File: src/rtl/ringport_pkg.sv
// Package: shared types for the ring-buffer serial port.
// Assumes: nothing beyond the standard language.
package ringport_pkg;

    // Coarse host address region, taken from the two bits above the slot offset
    typedef enum logic [1:0] {
        RG_TXBUF = 2'd0,
        RG_RXBUF = 2'd1,
        RG_PTR   = 2'd2,
        RG_NONE  = 2'd3
    } ringport_region_e;

    // Pointer register select. The order fixes the addresses 64..67.
    typedef enum logic [1:0] {
        PS_TX_HEAD = 2'd0,
        PS_TX_TAIL = 2'd1,
        PS_RX_HEAD = 2'd2,
        PS_RX_TAIL = 2'd3
    } ringport_ptrsel_e;

endpackage

File: src/rtl/ringport_ram.sv
// Module: ringport_ram
// What: one ring's storage. One synchronous write port, one combinational read port.
// Assumes: the reset clears every slot, so that reads never return undefined data.
module ringport_ram #(
    parameter int DATA_W = 8,
    parameter int IDX_W  = 5
) (
    input  logic              clk,
    input  logic              rst_n,
    input  logic              we,
    input  logic [IDX_W-1:0]  widx,
    input  logic [DATA_W-1:0] wdata,
    input  logic [IDX_W-1:0]  ridx,
    output logic [DATA_W-1:0] rdata
);
    localparam int DEPTH = 1 << IDX_W;

    logic [DATA_W-1:0] slot_q [DEPTH];

    // Purpose: clear on reset, otherwise store the written byte
    always_ff @(posedge clk) begin
        if (!rst_n) begin
            for (int i = 0; i < DEPTH; i++) slot_q[i] <= '0;
        end else if (we) begin
            slot_q[widx] <= wdata;
        end
    end

    // Purpose: combinational read of the addressed slot
    always_comb rdata = slot_q[ridx];

endmodule

File: src/rtl/ringport_tx_drain.sv
// Module: ringport_tx_drain
// What: owns the transmit head. Offers the byte at the head while the ring is
//       not empty, and steps the head on each accepted handshake.
// Assumes: the tail is owned and held stable by the host side.
module ringport_tx_drain #(
    parameter int DATA_W = 8,
    parameter int PTR_W  = 5
) (
    input  logic              clk,
    input  logic              rst_n,
    input  logic [PTR_W-1:0]  tail,
    input  logic [DATA_W-1:0] ring_byte,
    output logic [PTR_W-1:0]  head,
    output logic              tx_valid,
    input  logic              tx_ready,
    output logic [DATA_W-1:0] tx_data
);
    localparam logic [PTR_W-1:0] STEP = PTR_W'(1);

    logic [PTR_W-1:0] head_q;
    logic             fire;

    // Purpose: derive the offer and the handshake
    always_comb begin
        tx_valid = (head_q != tail);
        tx_data  = ring_byte;
        fire     = tx_valid && tx_ready;
        head     = head_q;
    end

    // Purpose: head register, which wraps naturally at the ring size
    always_ff @(posedge clk) begin
        if (!rst_n)    head_q <= '0;
        else if (fire) head_q <= head_q + STEP;
    end

endmodule

File: src/rtl/ringport_rx_fill.sv
// Module: ringport_rx_fill
// What: owns the receive tail. Accepts stream bytes while one more would not
//       fill the last free slot, and hands each one to the ring storage.
// Assumes: the head is owned and held stable by the host side.
module ringport_rx_fill #(
    parameter int DATA_W = 8,
    parameter int PTR_W  = 5
) (
    input  logic              clk,
    input  logic              rst_n,
    input  logic [PTR_W-1:0]  head,
    input  logic              rx_valid,
    input  logic [DATA_W-1:0] rx_data,
    output logic              rx_ready,
    output logic              ring_we,
    output logic [PTR_W-1:0]  ring_widx,
    output logic [DATA_W-1:0] ring_wdata,
    output logic [PTR_W-1:0]  tail
);
    localparam logic [PTR_W-1:0] STEP = PTR_W'(1);

    logic [PTR_W-1:0] tail_q;
    logic [PTR_W-1:0] tail_nx;

    // Purpose: one-slot-free full test and the storage write request
    always_comb begin
        tail_nx    = tail_q + STEP;
        rx_ready   = (tail_nx != head);
        ring_we    = rx_valid && rx_ready;
        ring_widx  = tail_q;
        ring_wdata = rx_data;
        tail       = tail_q;
    end

    // Purpose: tail register, which advances on each stored byte
    always_ff @(posedge clk) begin
        if (!rst_n)       tail_q <= '0;
        else if (ring_we) tail_q <= tail_nx;
    end

endmodule

File: src/rtl/ringport_hostdec.sv
// Module: ringport_hostdec
// What: decodes the host byte bus into transmit-ring writes, receive-ring reads
//       and the four pointer locations. Owns the transmit tail and the receive head.
// Assumes: PTR_W >= 2 and DATA_W >= PTR_W. Reads are combinational and writes
//       take effect at the clock edge.
module ringport_hostdec
    import ringport_pkg::*;
#(
    parameter int DATA_W = 8,
    parameter int PTR_W  = 5
) (
    input  logic              clk,
    input  logic              rst_n,
    input  logic              host_sel,
    input  logic              host_wr,
    input  logic [PTR_W+1:0]  host_addr,
    input  logic [DATA_W-1:0] host_wdata,
    output logic [DATA_W-1:0] host_rdata,
    input  logic [PTR_W-1:0]  tx_head,
    input  logic [PTR_W-1:0]  rx_tail,
    input  logic [DATA_W-1:0] rx_ring_byte,
    output logic              tx_we,
    output logic [PTR_W-1:0]  tx_widx,
    output logic [DATA_W-1:0] tx_wdata,
    output logic [PTR_W-1:0]  rx_ridx,
    output logic [PTR_W-1:0]  tx_tail,
    output logic [PTR_W-1:0]  rx_head
);
    ringport_region_e region;
    ringport_ptrsel_e psel;
    logic             in_ptr;
    logic             do_wr;
    logic [PTR_W-1:0] tx_tail_q;
    logic [PTR_W-1:0] rx_head_q;

    // Purpose: split the address into region, pointer select and slot offset
    always_comb begin
        region  = ringport_region_e'(host_addr[PTR_W+1:PTR_W]);
        psel    = ringport_ptrsel_e'(host_addr[1:0]);
        in_ptr  = (region == RG_PTR) && (host_addr[PTR_W-1:2] == '0);
        do_wr   = host_sel && host_wr;
        tx_we   = do_wr && (region == RG_TXBUF);
        tx_widx = host_addr[PTR_W-1:0];
        tx_wdata = host_wdata;
        rx_ridx = host_addr[PTR_W-1:0];
        tx_tail = tx_tail_q;
        rx_head = rx_head_q;
    end

    // Purpose: host-owned pointers. Only the low PTR_W bits of a write count.
    always_ff @(posedge clk) begin
        if (!rst_n) begin
            tx_tail_q <= '0;
            rx_head_q <= '0;
        end else if (do_wr && in_ptr) begin
            if (psel == PS_TX_TAIL) tx_tail_q <= host_wdata[PTR_W-1:0];
            if (psel == PS_RX_HEAD) rx_head_q <= host_wdata[PTR_W-1:0];
        end
    end

    // Purpose: read mux. Gives zero when idle, on writes, and on unreadable locations.
    always_comb begin
        host_rdata = '0;
        if (host_sel && !host_wr) begin
            unique case (region)
                RG_RXBUF: host_rdata = rx_ring_byte;
                RG_PTR: begin
                    if (in_ptr) begin
                        unique case (psel)
                            PS_TX_HEAD: host_rdata = DATA_W'(tx_head);
                            PS_TX_TAIL: host_rdata = DATA_W'(tx_tail_q);
                            PS_RX_HEAD: host_rdata = DATA_W'(rx_head_q);
                            PS_RX_TAIL: host_rdata = DATA_W'(rx_tail);
                        endcase
                    end
                end
                default: host_rdata = '0;
            endcase
        end
    end

endmodule

File: src/rtl/ringport.sv
// Module: ringport
// What: top of the shared-pointer ring serial port. Holds two rings, the host
//       decoder, the transmit drain engine and the receive fill engine.
// Assumes: synchronous active-low reset. Ring size is 2**PTR_W, and the host
//       address has PTR_W+2 bits.
module ringport #(
    parameter int DATA_W = 8,
    parameter int PTR_W  = 5
) (
    input  logic              clk,
    input  logic              rst_n,
    input  logic              host_sel,
    input  logic              host_wr,
    input  logic [PTR_W+1:0]  host_addr,
    input  logic [DATA_W-1:0] host_wdata,
    output logic [DATA_W-1:0] host_rdata,
    output logic              tx_valid,
    input  logic              tx_ready,
    output logic [DATA_W-1:0] tx_data,
    input  logic              rx_valid,
    output logic              rx_ready,
    input  logic [DATA_W-1:0] rx_data
);
    logic [PTR_W-1:0]  tx_head, tx_tail, rx_head, rx_tail;
    logic              tx_we, rx_we;
    logic [PTR_W-1:0]  tx_widx, rx_widx, rx_ridx;
    logic [DATA_W-1:0] tx_wdata, rx_wdata, tx_ring_byte, rx_ring_byte;

    ringport_hostdec #(.DATA_W(DATA_W), .PTR_W(PTR_W)) u_hostdec (
        .clk(clk), .rst_n(rst_n),
        .host_sel(host_sel), .host_wr(host_wr), .host_addr(host_addr),
        .host_wdata(host_wdata), .host_rdata(host_rdata),
        .tx_head(tx_head), .rx_tail(rx_tail), .rx_ring_byte(rx_ring_byte),
        .tx_we(tx_we), .tx_widx(tx_widx), .tx_wdata(tx_wdata),
        .rx_ridx(rx_ridx), .tx_tail(tx_tail), .rx_head(rx_head)
    );

    ringport_ram #(.DATA_W(DATA_W), .IDX_W(PTR_W)) u_tx_ram (
        .clk(clk), .rst_n(rst_n), .we(tx_we), .widx(tx_widx), .wdata(tx_wdata),
        .ridx(tx_head), .rdata(tx_ring_byte)
    );

    ringport_ram #(.DATA_W(DATA_W), .IDX_W(PTR_W)) u_rx_ram (
        .clk(clk), .rst_n(rst_n), .we(rx_we), .widx(rx_widx), .wdata(rx_wdata),
        .ridx(rx_ridx), .rdata(rx_ring_byte)
    );

    ringport_tx_drain #(.DATA_W(DATA_W), .PTR_W(PTR_W)) u_tx_drain (
        .clk(clk), .rst_n(rst_n), .tail(tx_tail), .ring_byte(tx_ring_byte),
        .head(tx_head), .tx_valid(tx_valid), .tx_ready(tx_ready), .tx_data(tx_data)
    );

    ringport_rx_fill #(.DATA_W(DATA_W), .PTR_W(PTR_W)) u_rx_fill (
        .clk(clk), .rst_n(rst_n), .head(rx_head), .rx_valid(rx_valid),
        .rx_data(rx_data), .rx_ready(rx_ready), .ring_we(rx_we),
        .ring_widx(rx_widx), .ring_wdata(rx_wdata), .tail(rx_tail)
    );

endmodule

File: config.mk
export PLATFORM = sky130hd
export DESIGN_NAME = ringport
export DESIGN_NICKNAME = d
export VERILOG_FILES = /design/src/rtl/ringport_pkg.sv /design/src/rtl/ringport_ram.sv /design/src/rtl/ringport_tx_drain.sv /design/src/rtl/ringport_rx_fill.sv /design/src/rtl/ringport_hostdec.sv /design/src/rtl/ringport.sv
export SDC_FILE = /design/constraint.sdc
export NUM_CORES = 1
export LEC_CHECK = 0
export BUFFER_PORTS_ARGS = -buffer_cell sky130_fd_sc_hd__buf_2
export CORE_ASPECT_RATIO = 1.1
export CORE_UTILIZATION = 68
export DETAILED_ROUTE_END_ITERATION = 16
export GPL_ROUTABILITY_DRIVEN = 0
export HOLD_SLACK_MARGIN = 0.05
export PLACE_DENSITY = 0.85
export SYNTH_ARGS = -nofsm -noshare
export SYNTH_HDL_FRONTEND = slang
export SYNTH_SLANG_ARGS = --single-unit
File: constraint.sdc
create_clock -name clk -period 5.4 [get_ports clk]
set_input_delay 0.54 -clock clk [delete_from_list [all_inputs] [get_ports clk]]
set_output_delay 0.54 -clock clk [all_outputs]
set_load 0.01 [all_outputs]
Yosys cells after proc, flatten, opt, wreduce, memory -nomap -nowiden:

Memory sizes are Yosys's and may differ from the RTL's. A register that Yosys moved wholly into a read port is not among the register bits.
Index checks and enable logic that the tools add are counted.

* order comparisons: 0
* multiplexer cells: 19
* eq/ne operators: 7
* $mul: 0
* shift operators: 0
* div/mod/pow operators: 0
* add/subtract/negate cells: 2
* bitwise operators: 0
* reduce and logical (&&, ||, !) cells: 15

Operators by type and width (count)
* $mux W8: 4
* $pmux W8 S4: 1
* $mux W5: 4
* $pmux W8 S2: 1
* $reduce_or A8 Y1: 2
* $add A5 B1 Y5 const B: 2
* $ne A5 B5 Y1: 2
* $mux W1: 9
* $logic_and A1 B1 Y1: 7
* $eq A2 B2 Y1 const B: 3
* $eq A2 B1 Y1 const B: 2
* $logic_not A2 Y1: 2
* $reduce_and A2 Y1: 2
* $logic_not A3 Y1: 1
* $logic_not A1 Y1: 1

* register bits after elaboration: 20
* word-level logic and storage cells: 49
* output and inout port bits: 18
* latch bits: 0
* memories: 2
* memory bits (read-only): 0
* input port bits: 29
* bits in writable memories: 512

Memories
* u_rx_ram.slot_q: words 32, bits a word 8, rd ports 1, clocked after memory_dff 0, write ports 32, RTL line ringport_ram.sv:18 `logic [DATA_W-1:0] slot_q [DEPTH];`
* u_tx_ram.slot_q: words 32, bits a word 8, rd ports 1, clocked after memory_dff 1, write ports 32, RTL line ringport_ram.sv:18

Depth between registers and ports, before layout:

* word-level depth: 8
* gate-level depth with buffers: 9
* gate-level depth less buffers: 7

By module:

A second synthesis with hierarchy kept.

* cell total of the unflattened synthesis: 1663
* area, all modules: 25415.6 µm²

Modules (own cells, without submodules)
* ringport_ram: cells each 732, instances 2, area each 11816.3 µm², seq. area each 7687.4 µm²
* ringport_hostdec: cells each 93, instances 1, area each 852.1 µm², seq. area each 200.2 µm²
* ringport_rx_fill: cells each 54, instances 1, area each 495.5 µm², seq. area each 100.1 µm²
* ringport_tx_drain: cells each 52, instances 1, area each 435.4 µm², seq. area each 100.1 µm²

Worst setup path before layout:

No wires, ideal clock.

* path type: input -> output
* start point: in host_addr[1]
* end point: out host_rdata[5]
* arrival time: 1.981 ns
* required time: 4.860 ns
* path buffers: 3
* slack: 2.879 ns
* stages on the path: 6
* cell sequence: buf_2 -> buf_2 -> clkbuf_1 -> mux4_2 -> a221oi_1 -> a31oi_1

* word-level cells in the longest chain between the ends: 3

RTL lines
* start: declaration: RTL line ringport.sv:14 `input logic [PTR_W+1:0] host_addr,`
* $mem_v2 Z32 W8
* $pmux W8 S2: RTL line ringport_hostdec.sv:65 `unique case (region)`
* $mux W8: RTL line ringport_hostdec.sv:64 `if (host_sel && !host_wr) begin`
* end: declaration: RTL line ringport.sv:16 `output logic [DATA_W-1:0] host_rdata,`

No other way between the ends.

Worst setup path in the final report:

* start point: in host_addr[1]
* end point: out host_rdata[2]

* word-level cells in the longest chain between the ends: 5
* elaborated cells on any way between the ends: 9
* those cells by class: eq/ne: 3; mux: 4; reduce/logical: 1; memory: 1

RTL lines (RTL line)
* branches (longest 3 deep; another with $mem_v2 Z32 W8)
* $pmux W8 S2 *: ringport_hostdec.sv:65
* $mux W8 *: ringport_hostdec.sv:64

Every way passes the cells marked *. The select of a mux whose other input is x is not followed.

==> out/results.txt <==
Worst Hold Class = primary input to flip-flop
Slew headroom = 0.0426
Mapped Cells = 1754
Crit path cell chain = buf_6, buf_4, mux2i_1, o22ai_1, nor4_1, a21oi_1, a21o_1, buf_2
Grt total ovfl = 0
Most frequent cells in the layout = edfxtp_1, nor2_1, and2_1, mux2i_1, mux4_2
Wire length of the first global-routing pass = 93.2 mm
Vias = 15400
Post-Layout Cell Count = 2259
Min Tclk post-route = 3.93 ns
Die area = 37000 µm²
CP max stage delay = 0.74 ns
Largest net degree at the start of global routing = 95
DRT iter0 DRCs = 2161
Setup Skew = 0.0284 ns
CP Launch Type = primary input
Leakage power = 0.00896 µW
Area growth syn-to-layout = 7.62%
Final core occ = 0.748
Hpwl dp = 41.2 mm
H-tree Lvls = 2
Critical path peak fanout = 92
Via density = 6.80
Hold_buf cts = 0
Final WL = 62.4 mm
Post-Syn Nets = 1791
Post-synth top area cell = edfxtp_1
Row cnt = 72
Post-synthesis sequential area ratio = 0.645
Post-synth EDFFs = 512
Period utilization = 0.728
Endpoint class of the critical path = primary output
Share of cells above drive strength 1 = 0.132
Hold Violations, Final = 0
Measured slew at the worst slew-check pin = 1.43 ns
Most common cell after layout, fill and taps aside = edfxtp_1
Antenna cell count = 0
Per-cell routed wire length = 27.6 µm
First drt pass iteration count = 7
Root buf cell = clkbuf_16
WHS = 0.449 ns
Main area contributors after synthesis = edfxtp_1, mux4_2, and2_1
Synth Cell Area = 24600 µm²
IO Port Bufs = 46
Power per cell area = 325 nW/µm²
Worst VDD drop = 0.000316 V
Status = finished, final reports clean
RSZ-0062 raised after global routing = false
Top cell type's share of synthesized area = 0.625
DRC Markers = 0
Fin Setup TNS = 0 ns
Resized Gates After CTS = 0
IO Pins = 47
Syn Area/Cell = 14.0 µm²
Crit path DAT = 3.39 ns
Setup Buffers After CTS = 0
CTS Buf Count = 50
Main flop type after synthesis = edfxtp_1
Final-report max-slew violation count = 0
Initial antenna violation count = 1
Gr usage total = 0.348
#FFs+latches synth = 537
Critical path's slowest cell = buf_6
Max-capacitance violation count = 0
Die H = 202 µm
CTS tree = done
Clock tree sinks = 537
Clk_lat worst skew = 0.58 ns
Cell count after placement = 2171
Final Net Count = 1779
Crit Path Category = primary input to primary output
Final setup vio count = 0
Asr flop ratio synth = 0
Initial Util = 0.695
Count of different cell masters after synthesis = 52
Die width = 183 µm
Worst Path Required = 4.86 ns
Post-DRT Antenna Nets = 0
Max clock buf depth = 3
Number of global-route vias before repair = 15000
Clock Pin Slew Worst Setup and Hold Paths = 0.06 ns
Core Box Area = 35400 µm²
Max Clk Rate = 0.255 GHz
YS warnings = 0
## through the flow
stage	setup WS, ns	instance area, µm²	power (µW)
2_1_floorplan	2.88	24600	5180
3_3_place_gp	1.62	25000	5360
3_5_place_dp	1.65	25000	5390
4_1_cts	1.54	26500	8590
5_1_grt	1.39	26500	8790
6_report	1.47	26500	8620
## per-layer routing
| layer | up-vias | global-route usage | wire length (µm) |
|---|---|---|---|
| met3 | 240 | 0.0652 | 6400 |
| met2 | 1102 | 0.572 | 31000 |
| li1 | 6496 | - | - |
| met1 | 7525 | 0.431 | 20800 |
| met4 | 0 | 0.207 | 4190 |
| met5 | - | 0 | 0 |
## final timing paths
| kind | from | to | slack, ns | depth (start not counted) |
|---|---|---|---|---|
| setup / recovery | host_addr[1] | host_rdata[2] | 1.47 | 8 |
| hold / removal | tx_ready | u_tx_drain.head[2] | 0.45 | 4 |
| setup reg to reg | u_rx_fill.ring_widx[0] | u_rx_ram.slot_q[19][4] | 1.61 | 6 |
| hold reg to reg | u_rx_fill.ring_widx[1] | u_rx_fill.ring_widx[1] | 0.55 | 2 |
## cells by family after synthesis
group | count (synthesis) | share of synthesized area
buffers and inverters | 129 | 0.0236
adders and majority gates | 8 | 0.00407
DFF | 537 | 0.645
muxes | 219 | 0.137
xor gates and xnor gates | 13 | 0.00462
AOI/OAI and AO/OA | 155 | 0.0393
and+or+nand+nor | 693 | 0.146
## area by class of cell
| cell class | instances | area, µm² |
|---|---|---|
| Inverter | 8 | 30.0 |
| Multi-Input combinational cell | 1088 | 8160 |
| Clock buffer | 68 | 1370 |
| Fill cell | 2108 | 8910 |
| Tap cell | 481 | 602 |
| Sequential cell | 537 | 15900 |
| Timing Repair Buffer | 57 | 332 |
| Clock inverter | 20 | 123 |
## Yosys cell counts, types with 2 or more instances
cell type	n
a21o_1	5
a21oi_1	6
a221oi_1	10
a22o_1	10
a22oi_1	7
a31oi_1	2
and2_1	267
and3_1	3
buf_1	4
buf_2	54
buf_4	8
clkbuf_1	55
dfxtp_1	25
edfxtp_1	512
ha_1	8
inv_1	6
mux2i_1	123
mux4_2	95
nand2_1	19
nand2b_1	4
nand3_1	39
nand3_2	4
nand3b_1	3
nand4_1	8
nand4b_1	5
nand4bb_1	6
nor2_1	294
nor2b_1	18
nor3b_2	2
nor4_1	10
o211ai_1	2
o21a_1	3
o21ai_1	65
o22ai_1	40
or4b_1	4
xnor2_1	10
xor2_1	3
## sequential cells by signal, summed over array words and instances, names as in the netlist, named ones only
register	flops
u_hostdec.tx_tail	5
u_tx_ram.slot_q	256
u_hostdec.rx_head	5
u_tx_drain.head	5
u_rx_fill.ring_widx	5
u_rx_ram.slot_q	256
## worst max-delay path, delay by kind of cell
family	cells	cell delay, ns
compound gates	3	0.52
buf+inv	3	1.41
mux	1	0.26
simple gates	1	0.54
## power by group
group / internal [µW] / switching (µW)
combinational: 155 / 367
sequential: 4730 / 67.8
clock: 1810 / 1480
Power figures use the tool's default switching activity.
